<file path="src/rtl/fault_trojan_ctrl.sv">
module fault_trojan_ctrl #(
  parameter int RECONF_CYCLES = 16,
  parameter int WINDOW        = 1024,
  parameter int EVENT_LIMIT   = 4,
  parameter int CNT_W         = 8
) (
  input  logic             clk,
  input  logic             rst_n,
  input  logic             mismatch_i,
  output logic             rollback_sel_o,
  output logic             reconf_req_o,
  output logic             out_en_o,
  output logic             alarm_o,
  output logic             suspect_o,
  output logic [CNT_W-1:0] cnt_transient_o,
  output logic [CNT_W-1:0] cnt_config_o,
  output logic [CNT_W-1:0] cnt_reconf_o
);
  localparam int TW = $clog2(RECONF_CYCLES + 1);
  localparam int WW = $clog2(WINDOW + 1);
  localparam int EW = $clog2(EVENT_LIMIT + 1);
  localparam logic [CNT_W-1:0] CMAX = '1;

  typedef enum logic [2:0] {S_RUN, S_ROLL, S_RECONF, S_VERIFY, S_TROJAN} st_t;
  st_t st;

  logic [TW-1:0] tmr;
  logic [WW-1:0] win;
  logic [EW-1:0] evc;
  logic          just_clean;

  wire tmr_last = (tmr == TW'(RECONF_CYCLES - 1));
  wire win_wrap = (win == WW'(WINDOW - 1));
  wire event_hit = (st == S_ROLL);
  wire [EW-1:0] ev_base = win_wrap ? '0 : evc;
  wire limit_hit = event_hit && (ev_base == EW'(EVENT_LIMIT - 1));

  assign rollback_sel_o = (st == S_ROLL);
  assign reconf_req_o   = (st == S_RECONF);
  assign out_en_o       = (st == S_RUN) || (st == S_ROLL);
  assign alarm_o        = (st == S_TROJAN);

  always_ff @(posedge clk or negedge rst_n) begin
    if (!rst_n) begin
      st         <= S_RUN;
      tmr        <= '0;
      just_clean <= 1'b0;
    end else begin
      just_clean <= (st == S_ROLL) && !mismatch_i;
      case (st)
        S_RUN:    if (mismatch_i) st <= just_clean ? S_TROJAN : S_ROLL;
        S_ROLL: begin
          tmr <= '0;
          st  <= mismatch_i ? S_RECONF : S_RUN;
        end
        S_RECONF: begin
          if (tmr_last) st <= S_VERIFY;
          else          tmr <= tmr + 1'b1;
        end
        S_VERIFY: st <= mismatch_i ? S_TROJAN : S_RUN;
        default:  st <= S_TROJAN;
      endcase
    end
  end

  always_ff @(posedge clk or negedge rst_n) begin
    if (!rst_n) begin
      cnt_transient_o <= '0;
      cnt_config_o    <= '0;
      cnt_reconf_o    <= '0;
    end else begin
      if (st == S_ROLL && !mismatch_i && cnt_transient_o != CMAX)
        cnt_transient_o <= cnt_transient_o + 1'b1;
      if (st == S_ROLL && mismatch_i && cnt_config_o != CMAX)
        cnt_config_o <= cnt_config_o + 1'b1;
      if (st == S_RECONF && tmr_last && cnt_reconf_o != CMAX)
        cnt_reconf_o <= cnt_reconf_o + 1'b1;
    end
  end

  always_ff @(posedge clk or negedge rst_n) begin
    if (!rst_n) begin
      win       <= '0;
      evc       <= '0;
      suspect_o <= 1'b0;
    end else begin
      win <= win_wrap ? '0 : win + 1'b1;
      if (event_hit && ev_base != EW'(EVENT_LIMIT)) evc <= ev_base + 1'b1;
      else                                          evc <= ev_base;
      if (limit_hit) suspect_o <= 1'b1;
    end
  end

  a_r2_rollback_one_cycle: assert property (@(posedge clk) disable iff (!rst_n)
    rollback_sel_o |=> !rollback_sel_o);
  a_r4_reconf_after_rollback: assert property (@(posedge clk) disable iff (!rst_n)
    $rose(reconf_req_o) |-> $past(rollback_sel_o));
  a_r4_outputs_held: assert property (@(posedge clk) disable iff (!rst_n)
    reconf_req_o |-> !out_en_o);
  a_r6_alarm_sticky: assert property (@(posedge clk) disable iff (!rst_n)
    alarm_o |=> alarm_o);
  a_r6_failsafe: assert property (@(posedge clk) disable iff (!rst_n)
    alarm_o |-> (!out_en_o && !reconf_req_o && !rollback_sel_o));
  a_r8_no_wrap: assert property (@(posedge clk) disable iff (!rst_n)
    1'b1 |=> (cnt_transient_o >= $past(cnt_transient_o)) && (cnt_reconf_o >= $past(cnt_reconf_o)));
  a_r9_suspect_sticky: assert property (@(posedge clk) disable iff (!rst_n)
    suspect_o |=> suspect_o);
endmodule

</file>
<file path="config.mk">
export PLATFORM = sky130hd
export DESIGN_NAME = fault_trojan_ctrl
export DESIGN_NICKNAME = d
export VERILOG_FILES = /design/src/rtl/fault_trojan_ctrl.sv
export SDC_FILE = /design/constraint.sdc
export NUM_CORES = 1
export LEC_CHECK = 0
export ABC_AREA = 1
export BUFFER_PORTS_ARGS = -buffer_cell sky130_fd_sc_hd__buf_2
export CAP_MARGIN = 5
export CORE_ASPECT_RATIO = 0.75
export CORE_UTILIZATION = 57
export CTS_BUF_LIST = sky130_fd_sc_hd__clkbuf_4 sky130_fd_sc_hd__clkbuf_8 sky130_fd_sc_hd__clkbuf_16
export DETAILED_ROUTE_END_ITERATION = 16
export GPL_TIMING_DRIVEN = 1
export PLACE_DENSITY = 0.86
export SYNTH_ARGS = -nofsm -noshare
export SYNTH_HDL_FRONTEND = slang
export SYNTH_SLANG_ARGS = --single-unit
</file>
<file path="constraint.sdc">
create_clock -name clk -period 2.1 [get_ports clk]
set_input_delay 0.105 -clock clk [delete_from_list [all_inputs] [get_ports clk]]
set_output_delay 0.105 -clock clk [all_outputs]
set_load 0.005 [all_outputs]
</file>
# Word level (Yosys, flattened, before mapping)

Cells that the tools add are included.
W data, S select, Z words.

Register bits: 48
Word-level logic and storage cells: 54

Add/sub/neg operators: 6
Eq/ne operators: 14
Mux-type cells: 11
Reduce and logical (&&, ||, !) cells: 14

Operators with widths:

| operator                | count |
|---|---|
| $add A8 B1 Y8 const B   | 3 |
| $ne A8 B8 Y1 const B    | 3 |
| $mux W3                 | 6 |
| $pmux W3 S4             | 1 |
| $add A11 B1 Y11 const B | 1 |
| $eq A11 B10 Y1 const B  | 1 |
| $mux W11                | 1 |
| $pmux W5 S2             | 1 |
| $eq A3 B2 Y1 const B    | 3 |
| $logic_and A1 B1 Y1     | 8 |
| $add A5 B1 Y5 const B   | 1 |
| $eq A5 B4 Y1 const B    | 1 |
| $mux W5                 | 1 |
| $ne A2 B2 Y1 const B    | 2 |
| $reduce_and A2 Y1       | 2 |
| $add A3 B1 Y3 const B   | 1 |
| $eq A3 B1 Y1 const B    | 1 |
| $eq A3 B3 Y1 const B    | 1 |
| $logic_not A3 Y1        | 1 |
| $ne A3 B3 Y1 const B    | 1 |
| $mux W2                 | 1 |
| $ne A2 B1 Y1 const B    | 1 |
| $reduce_bool A2 Y1      | 1 |
| $logic_not A1 Y1        | 1 |
| $logic_or A1 B1 Y1      | 1 |

# Depth between registers and ports, before layout

Gate-level depths: netlist of run 1.

Depth in word-level cells: 5
Gate-level depth with buffers: 10
Depth with buffers taken out: 10

# Worst setup path after synthesis of run 1

OpenSTA, ideal clock, no wires.

Path type: reg2reg
Start: register win[0]
End: register evc[2]
Library setup time: 0.066 ns
Arrival: 1.540 ns
Slack: 0.494 ns
Cell stages (with the launch flop): 10
Path through: dfrtp_1 > ha_1 > nand2_1 > nor2_2 > nand3_2 > nand2_1 > nor2_1 > ha_1 > nand3b_1 > nand2_1

Longest elaborated chain between the ends: 5
Elaborated cells between the ends (all ways): 6
Those cells by class: add/sub (1); eq/ne (2); mux (2); reduce/logical (1)

RTL lines:

| element                                               | line | source |
|---|---|---|
| start, declared                                       | 28   | `logic [WW-1:0] win;` |
| start signal, assigned                                | 87   | `win <= win_wrap ? '0 : win + 1'b1;` |
| $eq A11 B10 Y1 *                                      | 33   | `wire win_wrap = (win == WW'(WINDOW - 1));` |
| $mux W3 *                                             | 35   | `wire [EW-1:0] ev_base = win_wrap ? '0 : evc;` |
| branches (longest 2 deep; another with $add A3 B1 Y3) | -    |  |
| $mux W3 *                                             | 88   | `if (event_hit && ev_base != EW'(EVENT_LIMIT)) evc <= ev_base + 1'b1;` |
| end signal, assigned                                  | 88   |  |
| end signal, assigned                                  | 89   | `else evc <= ev_base;` |
| end, declared                                         | 29   | `logic [EW-1:0] evc;` |

Every way passes the cells marked *.
A chain may end at the register's enable or synchronous reset.

# Final worst setup path of run 1

Start: register win[0]
End: register evc[1]

The elaborated chain is that of the path after synthesis.

==> results of run 1 <==
[worst max-delay path by stage]
stage	endpoint	cells past startpoint	startpoint	slack, ns
finish	evc[1]$_DFF_PN0_	10	win[0]$_DFF_PN0_	0.24
global route	evc[0]$_DFF_PN0_	10	win[0]$_DFF_PN0_	0.06
CTS	evc[1]$_DFF_PN0_	10	win[0]$_DFF_PN0_	0.23
detailed placement	evc[0]$_DFF_PN0_	10	win[0]$_DFF_PN0_	0.27
global placement	evc[2]$_DFF_PN0_	9	win[0]$_DFF_PN0_	0.42
floorplan	evc[2]$_DFF_PN0_	9	win[0]$_DFF_PN0_	0.49
[cells in the mapped netlist, types with 3 or more instances]
| cell type | n |
|---|---|
| ha_1 | 8 |
| nand3_1 | 15 |
| dfrtp_1 | 48 |
| nor2_1 | 23 |
| nand2_1 | 100 |
| xnor2_1 | 11 |
| inv_1 | 35 |
| a21oi_1 | 4 |
| o21ai_1 | 6 |
| nor2_2 | 3 |
| o21ai_0 | 9 |
| xor2_1 | 11 |
| nand3b_1 | 5 |
[report_power, final]
| part | internal (mW) | switching (mW) | total [mW] |
|---|---|---|---|
| registers | 1.09 | 0.159 | 1.25 |
| logic | 0.347 | 0.471 | 0.817 |
| clock network | 0.359 | 0.319 | 0.678 |
[worst reg2reg max path: stages (launching register included)]
cell and delay, ns:
dfrtp_1 0.38, ha_1 0.19, nand2_1 0.07, nor2_2 0.18
nand3_2 0.22, nand2_1 0.19, ha_1 0.19, nand3_1 0.14
nand2_1 0.12, nand2_1 0.07, nand2_1 0.05
[cells by family (layout without fill, tap and decap cells)]
family / count (synthesis) / count (layout) / synth area share, %
XOR/XNOR: 22 / 22 / 7.76
adder cells (fa/ha/maj): 8 / 8 / 4.03
AND/OR/NAND/NOR: 159 / 159 / 29.0
flip-flops: 48 / 48 / 48.4
AO/OA/AOI/OAI: 21 / 21 / 4.43
buffers and inverters: 39 / 81 / 6.40
[area by class of cell]
type                       count  area (sq um)  share of cell area, %
multi-input combinational    210          1120                   39.2
timing repair buffer          36           210                   7.34
inverter                      37           144                   5.02
clock inverter                 3          47.5                   1.66
sequential                    48          1200                   41.9
tap                           55          68.8                   2.40
clock buffer                   5          68.8                   2.40
[layer usage]
layer / wire [um] / GRT usage [%]
met1: 2160 / 26.9
met2: 1930 / 33.2
met3: 148 / 4.62
met4: 76 / 8.73
met5: 0 / 0
[state kept, by name, summed over array words and instances (netlist names)]
register and count:
cnt_config_o 8, cnt_reconf_o 8, cnt_transient_o 8, evc 3
just_clean 1, st 3, suspect_o 1, tmr 5
win 11
[metrics by stage]
stage	setup WS (ns)	hold slack, ns	util (%)	instances
after floorplan	0.494	-0.191	-	297
after global placement	0.423	0.107	66.5	384
after detailed placement	0.271	0.107	66.5	384
after CTS	0.231	0.00130	69.5	393
after global routing	0.0643	0.330	69.8	394
final	0.239	0.310	69.8	394
==> results_dict.tcl, run 1 <==
set metrics [dict create \
    outcome "completed" \
    drc 0 \
    p_total_mw 2.74 \
    gp_congestion 0.789 \
    dieArea_sq_um 4630 \
    syn_inst 297 \
    crit_required_ns 2.34 \
    final_common_cell "nand2_1" \
    critPathTopFamily "simple AND/OR/NAND/NOR gates" \
    ys_seq_area_share_pct 48.4 \
    drv_cap 0 \
    period_share_pct 88.6 \
    synth_area_sq_um 2480 \
    io_buffer_count 31 \
    cts_buffers 5 \
    skew_ns 0.0121 \
    fp-row-count 20 \
    slowest_stage "dfrtp_1" \
    cp_common_cell "nand2_1" \
    final_nets 349 \
    wirelength_um 4310 \
    ys_async_sr_fraction_pct 100 \
    endpoint_kind "flop" \
    insertedDiodeCount 0 \
    slew_viol_final 0 \
    reg2reg_from "win[0]$_DFF_PN0_" \
    rsz0062_at_grt "no" \
    wl_per_cell_um 10.9 \
    p_leak_nw 1.58 \
    dp_hpwl_um 3100 \
    die_h_um 59.2 \
    min_period_ns 1.86 \
    r2r_slack_ns 0.24 \
    placed_area_sq_um 2730 \
    crit_fanout 10 \
    dr_total_vias 1926 \
    cp_cell_sequence "ha_1 -> nand2_1 -> nor2_2 -> nand3_2 -> nand2_1 -> ha_1 -> nand3_1 -> nand2_1 -> nand2_1 -> nand2_1" \
    cts_setup_buffers 0 \
    cp-start-kind "flop" \
    rr_worst_depth 10 \
    critical_path_class "reg2reg" \
    worst_hold_path_type "in2async" \
    slowest_delay_ns 0.38 \
    r2r-end "evc[1]$_DFF_PN0_" \
    final_cell_mix "nand2_1, dfrtp_1, inv_1" \
    synth_seq_cells 48 \
    root_buffer "clkbuf_8" \
    yosys_warnings 0 \
    die_w_um 78.2 \
    antenna_found_initial 0 \
    synth_flop_cell "dfrtp_1" \
    slew_headroom_pct 73.3 \
    fmaxAchievable_mhz 537 \
    synth_top_cell_area_share_pct 48.4 \
    cp_num_buf_inv 0 \
    ys_types 28 \
    cp.arrival_ns 2.10 \
    avgSynthCellArea_sq_um 8.36 \
    postLayoutCellArea_sq_um 2860 \
    grt_pass1_vias 1708 \
    worst_slew_pin_slew_ns 0.398 \
    clock_sinks 48 \
    track_usage_pct 20.5 \
    drt-initial-drc-count 147 \
    power_density_nw_per_um2 957 \
    peakVddDrop_uv 571 \
    fillers 326 \
    htreeDepth 2 \
    antenna_left 0 \
    insertion_delay_ns 0.30 \
    synth_nets 308 \
    setup_viol 0 \
    grt-ovfl-total 0 \
    drive_gt1_share_pct 16.5 \
    coreArea_sq_um 4100 \
    synth_top_area_cell "dfrtp_1" \
    start_util_pct 60.5 \
    hold_buffers 1 \
    syn_to_final_growth_pct 15.3 \
    viasPerCell 4.89 \
    synthTopCellsByArea "dfrtp_1, nand2_1, inv_1" \
    grt_max_degree 49 \
    cts-resized-gates 0 \
    cts_buffer_depth 2 \
    firstDrtPassIters 4 \
    tritoncts "built" \
    setup-tns-final_ns 0 \
    cts.clk_slew.worst_paths_ns 0.10 \
    grt_pass1_wl_um 7240 \
    synth_edf_count 0 \
    finalHoldViolations 0 \
    io_pins 32 \
]
Note: power is estimated with default switching activity, not from simulation.
==> inputs of run 2 (changes only) <==
--- a/config.mk
+++ b/config.mk
@@ -8,12 +8,14 @@
 export ABC_AREA = 1
 export BUFFER_PORTS_ARGS = -buffer_cell sky130_fd_sc_hd__buf_2
 export CAP_MARGIN = 5
+export CELL_PAD_IN_SITES_DETAIL_PLACEMENT = 2
+export CELL_PAD_IN_SITES_GLOBAL_PLACEMENT = 2
 export CORE_ASPECT_RATIO = 0.75
-export CORE_UTILIZATION = 57
+export CORE_UTILIZATION = 37
 export CTS_BUF_LIST = sky130_fd_sc_hd__clkbuf_4 sky130_fd_sc_hd__clkbuf_8 sky130_fd_sc_hd__clkbuf_16
 export DETAILED_ROUTE_END_ITERATION = 16
 export GPL_TIMING_DRIVEN = 1
-export PLACE_DENSITY = 0.86
+export PLACE_DENSITY = 0.91
 export SYNTH_ARGS = -nofsm -noshare
 export SYNTH_HDL_FRONTEND = slang
 export SYNTH_SLANG_ARGS = --single-unit
==> constraint.sdc (replaced) <==
create_clock -name clk -period 2.2 [get_ports clk]
set_input_delay 0.11 -clock clk [delete_from_list [all_inputs] [get_ports clk]]
set_output_delay 0.11 -clock clk [all_outputs]
set_load 0.005 [all_outputs]
==> results_dict.tcl, run 2 (same netlist as run 1, synthesis figures left out) <==
set metrics [dict create \
    outcome "completed" \
    reg2reg_from "win[0]$_DFF_PN0_" \
    wirelength_um 6600 \
    tritoncts "built" \
    grt_max_degree 28 \
    top_register "win" \
    cp.arrival_ns 2.31 \
    critical_path_class "reg2reg" \
    fmaxAchievable_mhz 485 \
    power_density_nw_per_um2 915 \
    slew_headroom_pct 62.4 \
    htreeDepth 2 \
    min_period_ns 2.06 \
    crit_start "win[0]$_DFF_PN0_" \
    viasPerCell 5.09 \
    antenna_left 0 \
    io_pins 32 \
    insertedDiodeCount 0 \
    finalHoldViolations 0 \
    dieArea_sq_um 7050 \
    cts.clk_slew.worst_paths_ns 0.10 \
    coreArea_sq_um 6380 \
    setup_viol 0 \
    r2r-end "evc[1]$_DFF_PN0_" \
    p_total_mw 2.63 \
    firstDrtPassIters 4 \
    setup-tns-final_ns 0 \
    dr_total_vias 2134 \
    final_nets 348 \
    track_usage_pct 20.2 \
    crit_fanout 10 \
    peakVddDrop_uv 368 \
    final_cell_mix "nand2_1, dfrtp_1, inv_1" \
    cts_setup_buffers 0 \
    syn_to_final_growth_pct 15.8 \
    period_share_pct 93.7 \
    dp_hpwl_um 4780 \
    cp_common_cell "nand2_1" \
    die_h_um 73.0 \
    worst_slew_pin_slew_ns 0.563 \
    skew_ns 0.0137 \
    slowest_delay_ns 0.39 \
    slew_viol_final 0 \
    root_buffer "clkbuf_8" \
    finalWorstSetupSlack_ns 0.139 \
    drc 0 \
    p_leak_nw 1.57 \
    drt-initial-drc-count 56 \
    drive_gt1_share_pct 16.6 \
    fp-row-count 25 \
    grt_pass1_vias 2351 \
    cts_buffers 5 \
    drv_cap 0 \
    worst_hold_path_type "in2reg" \
    grt_pass1_wl_um 11300 \
    cts_buffer_depth 2 \
    endpoint "evc[1]$_DFF_PN0_" \
    wl_per_cell_um 15.8 \
    grt-ovfl-total 0 \
    crit_required_ns 2.45 \
    rr_worst_depth 10 \
    gp_congestion 0.729 \
    cp-start-kind "flop" \
    insertion_delay_ns 0.31 \
    die_w_um 96.6 \
    hold_ws_ns 0.0415 \
    start_util_pct 38.9 \
    dp_slack_ns 0.279 \
    io_buffer_count 31 \
    clock_sinks 48 \
    rsz0062_at_grt "no" \
    slowest_stage "dfrtp_1" \
    r2r_slack_ns 0.14 \
    antenna_found_initial 0 \
    cp_cell_sequence "ha_1 -> nand2_1 -> nor2_2 -> nand3_4 -> nand2_1 -> ha_1 -> nand3_1 -> nand2_1 -> nand2_1 -> nand2_1" \
    largest_reg_flops 11 \
    endpoint_kind "flop" \
    final_common_cell "nand2_1" \
]
[run 2: cell types whose count changed in the layout (fill, tap and decap cells not counted), sizes merged]
cell         change
clkbuf           +3
clkinv           -2
bufinv           -1
dlygate4sd3      -1
[run 2: worst min-delay path by stage]
stage | from | slack (ns) | depth (start not counted) | end
3_5_place_dp | rst_n | 0.13 | 1 | win[3]$_DFF_PN0_
2_1_floorplan | rst_n | -0.19 | 0 | cnt_config_o[0]$_DFFE_PN0P_
5_1_grt | mismatch_i | 0.04 | 2 | just_clean$_DFF_PN0_
3_3_place_gp | rst_n | 0.12 | 1 | win[4]$_DFF_PN0_
4_1_cts | mismatch_i | 0.03 | 2 | just_clean$_DFF_PN0_
6_report | mismatch_i | 0.04 | 2 | just_clean$_DFF_PN0_
[run 2: power by group]
group / leakage [nW] / internal [mW] / switching (mW) / total [mW]
combinational: 0.881 / 0.335 / 0.502 / 0.838
sequential: 0.633 / 1.04 / 0.169 / 1.21
clock: 0.0523 / 0.282 / 0.306 / 0.588
[run 2: metrics by stage]
step	instance area, sq um	cells	util, %
floorplan	2480	297	-
global placement	2760	410	43.3
detailed placement	2760	410	43.3
CTS	2870	419	44.9
global route	2880	419	45.1
finish	2880	419	45.1
[run 2: cell type report]
| class | instances | area [sq um] |
|---|---|---|
| inverter | 37 | 144 |
| timing repair buffer | 35 | 200 |
| clock buffer | 8 | 97.6 |
| multi-input combinational | 210 | 1130 |
| sequential | 48 | 1200 |
| fill | 743 | 3510 |
| tap | 81 | 101 |
[run 2: critical path, delay by kind of cell (launching register included)]
family,cells,cell delay (ns)
and+or+nand+nor,8,1.17
adders and majority gates,2,0.44
DFF,1,0.39
[run 2: metal layers]
metal / part of all wire [%] / track usage, % / vias up
li1: - / - / 1000
met1: 44 / 23.8 / 1086
met5: 0 / 0 / -
met2: 52 / 37.9 / 43
met4: 0.64 / 4.98 / 0
met3: 3.1 / 4.31 / 5
[run 2: timing repair]
item,4_1_cts,5_1_grt
hold buffers,1,0
gates resized for setup,0,1
hold endpoints to repair,21,0
endpoints found under the setup margin,0,2
